### src/rtl/uart_irq_pkg.sv
package uart_irq_pkg;
  localparam int NSRC  = 4;
  localparam int EN_RX = 0;
  localparam int EN_TX = 1;
  localparam int EN_LS = 2;
  localparam int EN_MS = 3;

  typedef enum logic [2:0] {
    IID_MS   = 3'b000,
    IID_NONE = 3'b001,
    IID_TX   = 3'b010,
    IID_RX   = 3'b100,
    IID_LS   = 3'b110
  } iid_e;
endpackage

### src/rtl/irq_sticky_src.sv
module irq_sticky_src (
  input  logic clk_i,
  input  logic rst_ni,
  input  logic set_i,
  input  logic clr_i,
  output logic pend_o
);
  logic pend_q;

  always_ff @(posedge clk_i or negedge rst_ni) begin
    if (!rst_ni)     pend_q <= 1'b0;
    else if (set_i)  pend_q <= 1'b1;  // a new event beats a same-cycle clear
    else if (clr_i)  pend_q <= 1'b0;
  end

  assign pend_o = pend_q;


  set_wins_chk: assert property (@(posedge clk_i) disable iff (!rst_ni)
    set_i |=> pend_o);

  clr_takes_chk: assert property (@(posedge clk_i) disable iff (!rst_ni)
    (clr_i && !set_i) |=> !pend_o);
endmodule

### src/rtl/irq_thre_src.sv
module irq_thre_src (
  input  logic clk_i,
  input  logic rst_ni,
  input  logic empty_i,
  input  logic arm_i,
  input  logic wr_i,
  input  logic ack_i,
  output logic pend_o
);
  logic empty_q, pend_q, set_w;

  assign set_w = (empty_i && !empty_q) || (arm_i && empty_i);

  always_ff @(posedge clk_i or negedge rst_ni) begin
    if (!rst_ni) begin
      empty_q <= 1'b1;
      pend_q  <= 1'b0;
    end else begin
      empty_q <= empty_i;
      if (set_w)              pend_q <= 1'b1;
      else if (wr_i || ack_i) pend_q <= 1'b0;
    end
  end

  assign pend_o = pend_q;


  empty_rise_sets_chk: assert property (@(posedge clk_i) disable iff (!rst_ni)
    (empty_i && !empty_q) |=> pend_o);
endmodule

### src/rtl/irq_prio_enc.sv
module irq_prio_enc
  import uart_irq_pkg::*;
(
  input  logic [NSRC-1:0] act_i,
  output iid_e            id_o
);
  always_comb begin
    if      (act_i[EN_LS]) id_o = IID_LS;
    else if (act_i[EN_RX]) id_o = IID_RX;
    else if (act_i[EN_TX]) id_o = IID_TX;
    else if (act_i[EN_MS]) id_o = IID_MS;
    else                   id_o = IID_NONE;
  end
endmodule

### src/rtl/uart_irq_ctrl.sv
module uart_irq_ctrl
  import uart_irq_pkg::*;
#(
  parameter int DATA_W = 8
) (
  input  logic              clk_i,
  input  logic              rst_ni,
  input  logic              lsr_evt_i,
  input  logic              rx_evt_i,
  input  logic              msr_evt_i,
  input  logic              thr_empty_i,
  input  logic              lsr_rd_i,
  input  logic              rbr_rd_i,
  input  logic              msr_rd_i,
  input  logic              thr_wr_i,
  input  logic              iir_rd_i,
  input  logic              ier_we_i,
  input  logic [DATA_W-1:0] ier_wdata_i,
  output logic [DATA_W-1:0] ier_o,
  output logic [DATA_W-1:0] iir_o,
  output logic              irq_o
);
  localparam int PAD_IER = DATA_W - NSRC;
  localparam int PAD_IID = DATA_W - 3;

  logic [NSRC-1:0]   ier_q, pend, act, set_v, clr_v;
  logic [DATA_W-1:0] iir_q;
  logic              rd_q, tx_arm, tx_ack;
  iid_e              id_live;

  always_ff @(posedge clk_i or negedge rst_ni) begin
    if (!rst_ni)       ier_q <= '0;
    else if (ier_we_i) ier_q <= ier_wdata_i[NSRC-1:0];
  end
  assign ier_o = {{PAD_IER{1'b0}}, ier_q};

  assign set_v[EN_RX] = rx_evt_i;
  assign set_v[EN_LS] = lsr_evt_i;
  assign set_v[EN_MS] = msr_evt_i;
  assign set_v[EN_TX] = 1'b0;
  assign clr_v[EN_RX] = rbr_rd_i;
  assign clr_v[EN_LS] = lsr_rd_i;
  assign clr_v[EN_MS] = msr_rd_i;
  assign clr_v[EN_TX] = thr_wr_i;

  assign tx_arm = ier_we_i && ier_wdata_i[EN_TX] && !ier_q[EN_TX];
  // ack only for the value the host is actually seeing
  assign tx_ack = iir_rd_i && !rd_q && (iir_q[2:0] == IID_TX);

  for (genvar g = 0; g < NSRC; g++) begin : g_src
    if (g == EN_TX) begin : g_tx
      irq_thre_src u_tx (
        .clk_i(clk_i), .rst_ni(rst_ni), .empty_i(thr_empty_i), .arm_i(tx_arm),
        .wr_i(clr_v[g]), .ack_i(tx_ack), .pend_o(pend[g]));
    end else begin : g_st
      irq_sticky_src u_st (
        .clk_i(clk_i), .rst_ni(rst_ni), .set_i(set_v[g]), .clr_i(clr_v[g]),
        .pend_o(pend[g]));
    end
  end

  assign act   = pend & ier_q;
  assign irq_o = |act;

  irq_prio_enc u_enc (.act_i(act), .id_o(id_live));

  always_ff @(posedge clk_i or negedge rst_ni) begin
    if (!rst_ni) begin
      iir_q <= {{PAD_IID{1'b0}}, IID_NONE};
      rd_q  <= 1'b0;
    end else begin
      rd_q <= iir_rd_i;
      if (!iir_rd_i) iir_q <= {{PAD_IID{1'b0}}, id_live};
    end
  end
  assign iir_o = iir_q;


  irq_matches_id_chk: assert property (@(posedge clk_i) disable iff (!rst_ni)
    irq_o == (id_live != IID_NONE));

  iir_frozen_chk: assert property (@(posedge clk_i) disable iff (!rst_ni)
    iir_rd_i |=> $stable(iir_o));
endmodule

### config.mk
export PLATFORM = sky130hd
export DESIGN_NAME = uart_irq_ctrl
export DESIGN_NICKNAME = d
export VERILOG_FILES = /design/src/rtl/uart_irq_pkg.sv /design/src/rtl/irq_sticky_src.sv /design/src/rtl/irq_thre_src.sv /design/src/rtl/irq_prio_enc.sv /design/src/rtl/uart_irq_ctrl.sv
export SDC_FILE = /design/constraint.sdc
export NUM_CORES = 1
export LEC_CHECK = 0
export CAP_MARGIN = 20
export CORE_AREA = 2 2 43 45
export CTS_BUF_LIST = sky130_fd_sc_hd__clkbuf_4 sky130_fd_sc_hd__clkbuf_8
export DETAILED_ROUTE_END_ITERATION = 6
export DIE_AREA = 0 0 45 47
export PLACE_DENSITY = 0.78
export SLEW_MARGIN = 30
export SYNTH_ARGS = -nofsm -noshare
export SYNTH_HDL_FRONTEND = slang
export SYNTH_SLANG_ARGS = --single-unit
### constraint.sdc
create_clock -name clk_i -period 1.38 [get_ports clk_i]
set_input_delay 0.276 -clock clk_i [delete_from_list [all_inputs] [get_ports clk_i]]
set_output_delay 0.276 -clock clk_i [all_outputs]
set_load 0.01 [all_outputs]
# --- After elaboration in Yosys (flattened, before gate mapping) ---
# Cells that the tools add are included.
word_totals:
  regBits: 13
  inputBits: 20
  output_inout_bits: 17
  elab_cells: 38
classes:
  eq_ne: 1
  muxes: 12
  bitwise_logic: 1
  n_reduce_logical: 16
ops:
  columns: ["cell", "count"]
  rows:
  - ["2-to-1 mux 1 bit", 9]
  - ["2-to-1 mux 3 bit", 3]
  - ["nonzero test 2 bit", 4]
  - ["logical AND 1 bit", 6]
  - ["AND 4 bit", 1]
  - ["OR reduction 4 bit", 1]
  - ["== test 3 x 2 -> 1 bit, second input constant", 1]
  - ["logical NOT 1 bit", 3]
  - ["logical OR 1 bit", 2]

# --- Longest topological paths before layout ---
# Gate-level depths: netlist of the first run.
logic_depth:
  depth_word: 6
  depth_mapped: 3
  ltp_nobuf: 3

# --- By module ---
# From an unflattened synthesis of the first run, not the netlist that was laid out.
hier_totals:
  cells_unflattened: 53
  area_unflattened_um2: 619.3
by_module_without_submodules:
  columns: ["module", "instances", "cells_each", "area_per_inst_um2", "seq_area_each_um2"]
  rows:
  - ["uart_irq_ctrl", 1, 35, 409.1, 201.4]
  - ["irq_sticky_src", 3, 3, 36.3, 25.0]
  - ["irq_thre_src", 1, 5, 70.1, 51.3]
  - ["irq_prio_enc", 1, 4, 31.3, 0.0]

# --- Least setup slack after synthesis of the first run ---
# OpenSTA, ideal clock, no wires.
synth_path:
  kind: "register -> output"
  from: "register ier_q[0]"
  to: "output port irq_o"
  t_arrival_ns: 0.950
  t_required_ns: 1.104
  setup_slack_ns: 0.154
  path_stages_with_launch: 3
  n_path_buf: 0
  path_cell_list: "dfrtp_1 -> a22o_1 -> a221o_1"
synth_via:
  elab_chain_cells: 2
synth_rtl:
  columns: ["item", "line", "rtl"]
  rows:
  - ["start, declared", "uart_irq_ctrl.sv:26", "logic [NSRC-1:0] ier_q, pend, act, set_v, clr_v;"]
  - ["start signal, assigned", "uart_irq_ctrl.sv:33", "else if (ier_we_i) ier_q <= ier_wdata_i[NSRC-1:0];"]
  - ["AND 4 bit", "uart_irq_ctrl.sv:62", "assign act = pend & ier_q;"]
  - ["OR reduction 4 bit", "uart_irq_ctrl.sv:63", "assign irq_o = |act;"]
  - ["end, declared", "uart_irq_ctrl.sv:21", "output logic irq_o"]
# Every way passes these cells.

# --- Final worst setup path of the first run ---
# Ends and elaborated chain as after synthesis.

==> results of run 1 <==
## stage by stage
| step | instances | utilization | instance area, sq um |
|---|---|---|---|
| final | 109 | 0.5583 | 922.1 |
| after global routing | 109 | 0.5583 | 922.1 |
| after CTS | 106 | 0.5515 | 910.9 |
| after detailed placement | 100 | 0.5326 | 879.6 |
| after global placement | 100 | 0.5326 | 879.6 |
| after floorplan | 57 | - | 605.6 |
## cell families (layout without fill, tap and decap cells)
| family | Yosys count | in the layout |
|---|---|---|
| muxes | 4 | 4 |
| AOI/OAI and AO/OA | 11 | 11 |
| buffers and inverters | 14 | 49 |
| and+or+nand+nor | 6 | 6 |
| DFF | 13 | 13 |
| other | 1 | 9 |
## report_power, final
group	total [W]	switching [W]	leakage (nW)	internal, W
Sequential	0.000449	0.0000259	0.148	0.000423
Clock	0.000233	0.000126	0.0177	0.000107
Combinational	0.000245	0.0000969	0.288	0.000148
Total	0.000926	0.000249	0.454	0.000678
## synth_stat cells (all sizes together)
cell type  instances  area [sq um]
dfstp              2         52.55
dfrtp             11         275.3
a221o              1         10.01
inv                5         18.77
buf                9         67.56
o21ai              4         23.77
a32oi              1         8.760
a22o               1         8.760
a21o               3         23.77
nor4b              1         8.760
nand2              5         18.77
conb               1         3.750
a32o               1         10.01
mux2               4         45.04
## routing by layer
metal | GRT usage | up-vias | routed length, um
met5 | 0 | - | 0
met4 | 0.07059 | 0 | 0
met3 | 0.05769 | 0 | 128
met2 | 0.2371 | 29 | 667
met1 | 0.1602 | 228 | 454
li1 | - | 235 | -
## path summary, 6_finish.rpt
path,to,slack [ns]
min,g_src[2].g_st.u_st.pend_o,0.29
min reg2reg,iir_o[0],0.50
max reg2reg,iir_o[0],0.08
max in group asynchronous,g_src[1].g_tx.u_tx.empty_q,0.86
max,irq_o,-0.21
min in group clk_i,g_src[1].g_tx.u_tx.empty_q,0.44
## final cells by class
cell class,count,area share
clock inverter,1,0.005427
timing repair buffer,40,0.3636
sequential,13,0.3555
multi-input combinational,30,0.2076
tap,17,0.02307
inverter,5,0.02035
clock buffer,3,0.02442
## critical path, stage by stage, from the launching register on
cell and delay (ns):
dfrtp_1 0.38, a22o_1 0.24, a221o_1 0.27, buf_2 0.15
## sequential cells by signal (all words and copies together), names as in the netlist
register                 flops
g_src.g_tx.u_tx.empty_q      1
g_src.g_st.u_st.pend_o       3
rd_q                         1
iir_o                        3
g_src.g_tx.u_tx.pend_o       1
ier_q                        4
## timing repair
action,CTS,global route
setup buffers,2,3
hold endpoints to repair,0,0
pin swaps,0,1
resized for setup,13,6
cloned,0,0
hold buffers,0,0
endpoints found under the setup margin,8,5
==> out/results.tsv, run 1 <==
metric	value	unit
status	complete, but fails checks	
violations	setup timing	
drv_slew	0	
p_total	0.0009264	W
cts_tree	yes	
synth_simple_gate_area_frac	0.04783	
rows	15	
initial_core_util	0.3485	
post-route-drc-count	0	
arrival	1.31	ns
drt-vias-per-instance	4.514	
critPathMaxFanout	2	
clk_pin_slew	0.08	ns
yosys_warnings	0	
r2r-start	ier_q[0]	
ctsLongestPathBuffers	2	
setup.worst_path.start	ier_q[0]	
clkSinkCount	13	
grt_pass1_wl	2097	um
finalSetupTns	-0.2082	ns
syn-cell-area	575.6	sq um
rsz0062_at_grt	true	
fmax	629.6	MHz
synth_compound_area_frac	0.1478	
final_nets	113	
wl_per_cell	11.47	um
p_per_area	1005	mW/mm^2
rr_worst_depth	5	
cp_data_required_time	1.10	ns
grt_max_degree	14	
whs	0.2886	ns
drive_gt1_frac	0.3261	
pre_cts_slack	-0.2677	ns
overflow	0	
syn_area_per_cell	11.75	sq um
synth_top_family_by_area	buffers and inverters	
first_pass_iters	4	
drv_cap	0	
clock_skew	0.003413	ns
post-route-period-util	1.151	
antenna_found_initial	0	
die_x	45	um
worstSetupStartpointType	flip-flop	
fill_cells	137	
pin_count	37	
synth-adder-area-share	0	
grt_pass1_vias	480	
setup_ws	-0.2082	ns
clk_latency	0.27	ns
drtIter0Drc	4	
antenna_cells	0	
cts_max_level	1	
syn_inst	49	
end_kind	output port	
layout_commonest_cell	buf_4	
synth-seq-area-share	0.5696	
areaGrowthSynthToFinish	60.22	%
final_cell_mix	17 x buf_4, 15 x clkdlybuf4s50_1, 11 x dfrtp_1	
multi_input_area	191.4	sq um
synth.area.mux_share	0.07826	
gp_congestion	0.7859	
cts_inserted_buffers	3	
port_buffers	23	
seq_area	327.8	sq um
post-dp-hpwl	971.7	um
path_class	reg2out	
leakagePower	0.4541	nW
coreArea	0.001652	sq mm
die-area	0.002115	sq mm
hold_class	in2async	
peakVddDrop	635.3	uV
routed_wl	1250	um
synthXorXnorAreaFrac	0	
vias	492	
setup_viol	1	
finalHoldViolations	0	
period_minus_slack	1.588	ns
synth_cell_types	18	
ant_nets	0	
synth_seq_cells	13	
die-height	47	um
grt_usage	0.1429	
cts.root.buffer_cell	clkbuf_4	
Note: power is estimated with default switching activity, not from simulation.
==> run 2: changes to the inputs <==
--- a/config.mk
+++ b/config.mk
@@ -6,12 +6,13 @@
 export NUM_CORES = 1
 export LEC_CHECK = 0
 export CAP_MARGIN = 20
-export CORE_AREA = 2 2 43 45
+export CORE_AREA = 2 2 44 46
 export CTS_BUF_LIST = sky130_fd_sc_hd__clkbuf_4 sky130_fd_sc_hd__clkbuf_8
 export DETAILED_ROUTE_END_ITERATION = 6
-export DIE_AREA = 0 0 45 47
+export DIE_AREA = 0 0 46 48
 export PLACE_DENSITY = 0.78
 export SLEW_MARGIN = 30
 export SYNTH_ARGS = -nofsm -noshare
 export SYNTH_HDL_FRONTEND = slang
+export SYNTH_HIERARCHICAL = 1
 export SYNTH_SLANG_ARGS = --single-unit
==> out/results.tsv, run 2 <==
metric	value	unit	change
status	complete, but fails checks		
violations	setup timing		
end_kind	output port		
yosys.area.top_type	dfrtp_1		
path_class	reg2out		
cp_data_required_time	1.10	ns	about the same
layout_commonest_cell	clkdlybuf4s50_1		
syn_inst	53		+8.2%
syn-cell-area	619.3	sq um	+7.6%
cts_inserted_buffers	3		unchanged
leakagePower	0.4827	nW	+6.3%
p_per_area	994.5	mW/mm^2	-1.0%
period_minus_slack	1.738	ns	+0.1501 ns
r2r-start	g_src[2].g_st.u_st/pend_o		
routed_wl	1209	um	-3.3%
fmax	575.3	MHz	-8.6%
yosys_warnings	6		+6
cts_max_level	1		unchanged
drv_slew	0		unchanged
antenna_cells	0		unchanged
post-route-drc-count	0		unchanged
drt-vias-per-instance	4.282		-5.1%
r2r_slack	0.11	ns	+0.03 ns
rows	15		unchanged
placed_cells	103		+3.0%
top_register	ier_q		
post-dp-hpwl	968.4	um	-0.34%
synthMostInstantiatedCell	dfrtp_1		
cts-hold-fix-buffers	0		unchanged
synth_cell_types	20		+2
synthArstFlopShare	1.000		unchanged
cts_tree	yes		
areaGrowthSynthToFinish	55.35	%	
pin_count	37		unchanged
die_x	46	um	+2.2%
ctsLongestPathBuffers	2		unchanged
final_cell_mix	15 x clkdlybuf4s50_1, 14 x buf_4, 11 x dfrtp_1		
synth-main-ff-cell	dfrtp_1		
finalHoldViolations	0		unchanged
hold_class	in2async		
final_core_util	0.5696		+0.01130
antenna_found_initial	0		unchanged
initial_core_util	0.3667		+0.01818
gp_congestion	0.6631		-16%
worstSetupStartpointType	flip-flop		
worstPathCellList	and2_4 > or4_4 > buf_6		
first_pass_iters	2		-2
rsz0062_at_grt	true		
clkSinkCount	13		unchanged
post-route-period-util	1.260		+0.1088
peakVddDrop	580.8	uV	-8.6%
clock_skew	0.006207	ns	+0.002793 ns
grt_pass1_wl	2001	um	-4.6%
wl_per_cell	10.99	um	-4.2%
worstReg2RegEnd	iir_o[2]		
grt_max_degree	14		unchanged
die-area	0.002208	sq mm	+4.4%
drtIter0Drc	1		-3
slowest_delay	0.53	ns	+0.15 ns
synth-seq-area-share	0.5293		-0.04027
ant_nets	0		unchanged
yosys-top-cells-count	11 x dfrtp_1, 9 x buf_4, 5 x inv_1, 5 x mux2_2		
cpMaxStageDelayCell	or4_4		
setup.worst_path.start	g_src[2].g_st.u_st/pend_o		
coreArea	0.001689	sq mm	+2.3%
vias	471		-4.3%
clk_latency	0.26	ns	about the same
critPathCapture	irq_o		
synth_seq_cells	13		unchanged
setup_ws	-0.3583	ns	-0.1501 ns
critPathMaxFanout	2		unchanged
final_cells	110		+0.92%
arrival	1.46	ns	+0.15 ns
ys_top_cells_by_area	dfrtp_1 44%, buf_4 11%, mux2_2 9.1%		
grt_pass1_vias	508		+5.8%
port_buffers	23		unchanged
largest_reg_flops	4		unchanged
clk_pin_slew	0.08	ns	about the same
die-height	48	um	+2.1%
overflow	0		unchanged
syn_area_per_cell	11.69	sq um	-0.51%
final_nets	114		+0.88%
grt_usage	0.1273		-0.01558
drive_gt1_frac	0.3548		+0.02875
cts.root.buffer_cell	clkbuf_4		
synth_edf_count	0		unchanged
drv_cap	0		unchanged
setup_viol	1		unchanged
rr_worst_depth	4		-1
synth_top_area_share	0.4444		-0.03382
==> run 2: cell count changes after synthesis, sizes merged, moves of 2 or more <==
| cell | change |
|---|---|
| nand2 | -4 |
| o21ai | -3 |
| nor2 | +3 |
| and2 | +4 |
| mux2 | +2 |
==> run 2: cell families (layout without fill, tap and decap cells) <==
kind of cell | after synthesis | after routing | share of synthesized area
buf+inv | 14 | 46 | 0.1394
flops | 13 | 13 | 0.5293
simple gates | 13 | 13 | 0.1434
compound gates | 6 | 6 | 0.07272
mux | 6 | 6 | 0.1091
other cells | 1 | 9 | 0.006055
==> run 2: layout make-up <==
| cell class | instances | area (sq um) |
|---|---|---|
| clock buffer | 4 | 30.03 |
| fill | 145 | 726.9 |
| inverter | 5 | 18.77 |
| multi-input combinational | 34 | 237.7 |
| sequential | 13 | 327.8 |
| tap | 17 | 21.27 |
| timing repair buffer | 37 | 326.6 |
==> run 2: worst max-delay path: cells and delay by family (launching register included) <==
family / cells / cell delay [ns]
flip-flops: 1 / 0.39
AND/OR/NAND/NOR: 2 / 0.67
buffers and inverters: 1 / 0.14
==> run 2: how the worst min path moves through the flow <==
stage                         startpoint                   endpoint  slack [ns]  cells after the start
3_3_place_gp   g_src[0].g_st.u_st/pend_o  g_src[0].g_st.u_st/pend_o        0.46                      1
6_report                          rst_ni                   iir_o[1]        0.32                      2
5_1_grt                           rst_ni                   ier_q[3]        0.34                      2
3_5_place_dp   g_src[0].g_st.u_st/pend_o  g_src[0].g_st.u_st/pend_o        0.47                      1
2_1_floorplan                     rst_ni  g_src[0].g_st.u_st/pend_o       -0.02                      0
4_1_cts                           rst_ni  g_src[2].g_st.u_st/pend_o        0.33                      2
==> run 2: through the flow <==
| step | hold WS [ns] | cell area, sq um | setup TNS (ns) | setup slack (ns) | power (W) |
|---|---|---|---|---|---|
| 5_1_grt | 0.3434 | 962.2 | -0.3943 | -0.3943 | 0.001015 |
| 6_report | 0.3231 | 962.2 | -0.3583 | -0.3583 | 0.0009568 |
| 3_5_place_dp | 0.4657 | 915.9 | -0.4170 | -0.4170 | 0.0007290 |
| 2_1_floorplan | -0.01959 | 649.4 | 0 | 0.01405 | 0.0005749 |
| 3_3_place_gp | 0.4561 | 915.9 | -0.4171 | -0.4134 | 0.0007199 |
| 4_1_cts | 0.3279 | 940.9 | -0.3725 | -0.3725 | 0.0009615 |
==> run 2: what timing repair did <==
action / CTS / global route
setup buffers: 0 / 3
resized for setup: 13 / 4
pin swaps: 2 / 2
endpoints found under the setup margin: 8 / 3
==> run 2: per-layer routing <==
| layer | vias up | part of all wire | global-route usage |
|---|---|---|---|
| met5 | - | 0 | 0 |
| met4 | 0 | 0 | 0.03429 |
| met3 | 0 | 0.084 | 0.03019 |
| met2 | 24 | 0.52 | 0.2444 |
| met1 | 214 | 0.39 | 0.1388 |
| li1 | 233 | - | - |
==> run 2: report_power, final <==
part           internal [W]  switching (W)  leakage [nW]
sequential         0.000425      0.0000222         0.148
combinational      0.000168      0.0000983         0.317
clock              0.000131       0.000112        0.0184
==> run 3: changes to the inputs <==
--- a/config.mk
+++ b/config.mk
@@ -6,13 +6,13 @@
 export NUM_CORES = 1
 export LEC_CHECK = 0
 export CAP_MARGIN = 20
-export CORE_AREA = 2 2 44 46
+export CORE_AREA = 2 2 43 45
 export CTS_BUF_LIST = sky130_fd_sc_hd__clkbuf_4 sky130_fd_sc_hd__clkbuf_8
+export CTS_CLUSTER_DIAMETER = 40
 export DETAILED_ROUTE_END_ITERATION = 6
-export DIE_AREA = 0 0 46 48
+export DIE_AREA = 0 0 45 47
 export PLACE_DENSITY = 0.78
 export SLEW_MARGIN = 30
 export SYNTH_ARGS = -nofsm -noshare
 export SYNTH_HDL_FRONTEND = slang
-export SYNTH_HIERARCHICAL = 1
 export SYNTH_SLANG_ARGS = --single-unit
==> results of run 3 <==
Final layout, timing and power as in run 1 (identical DEF).
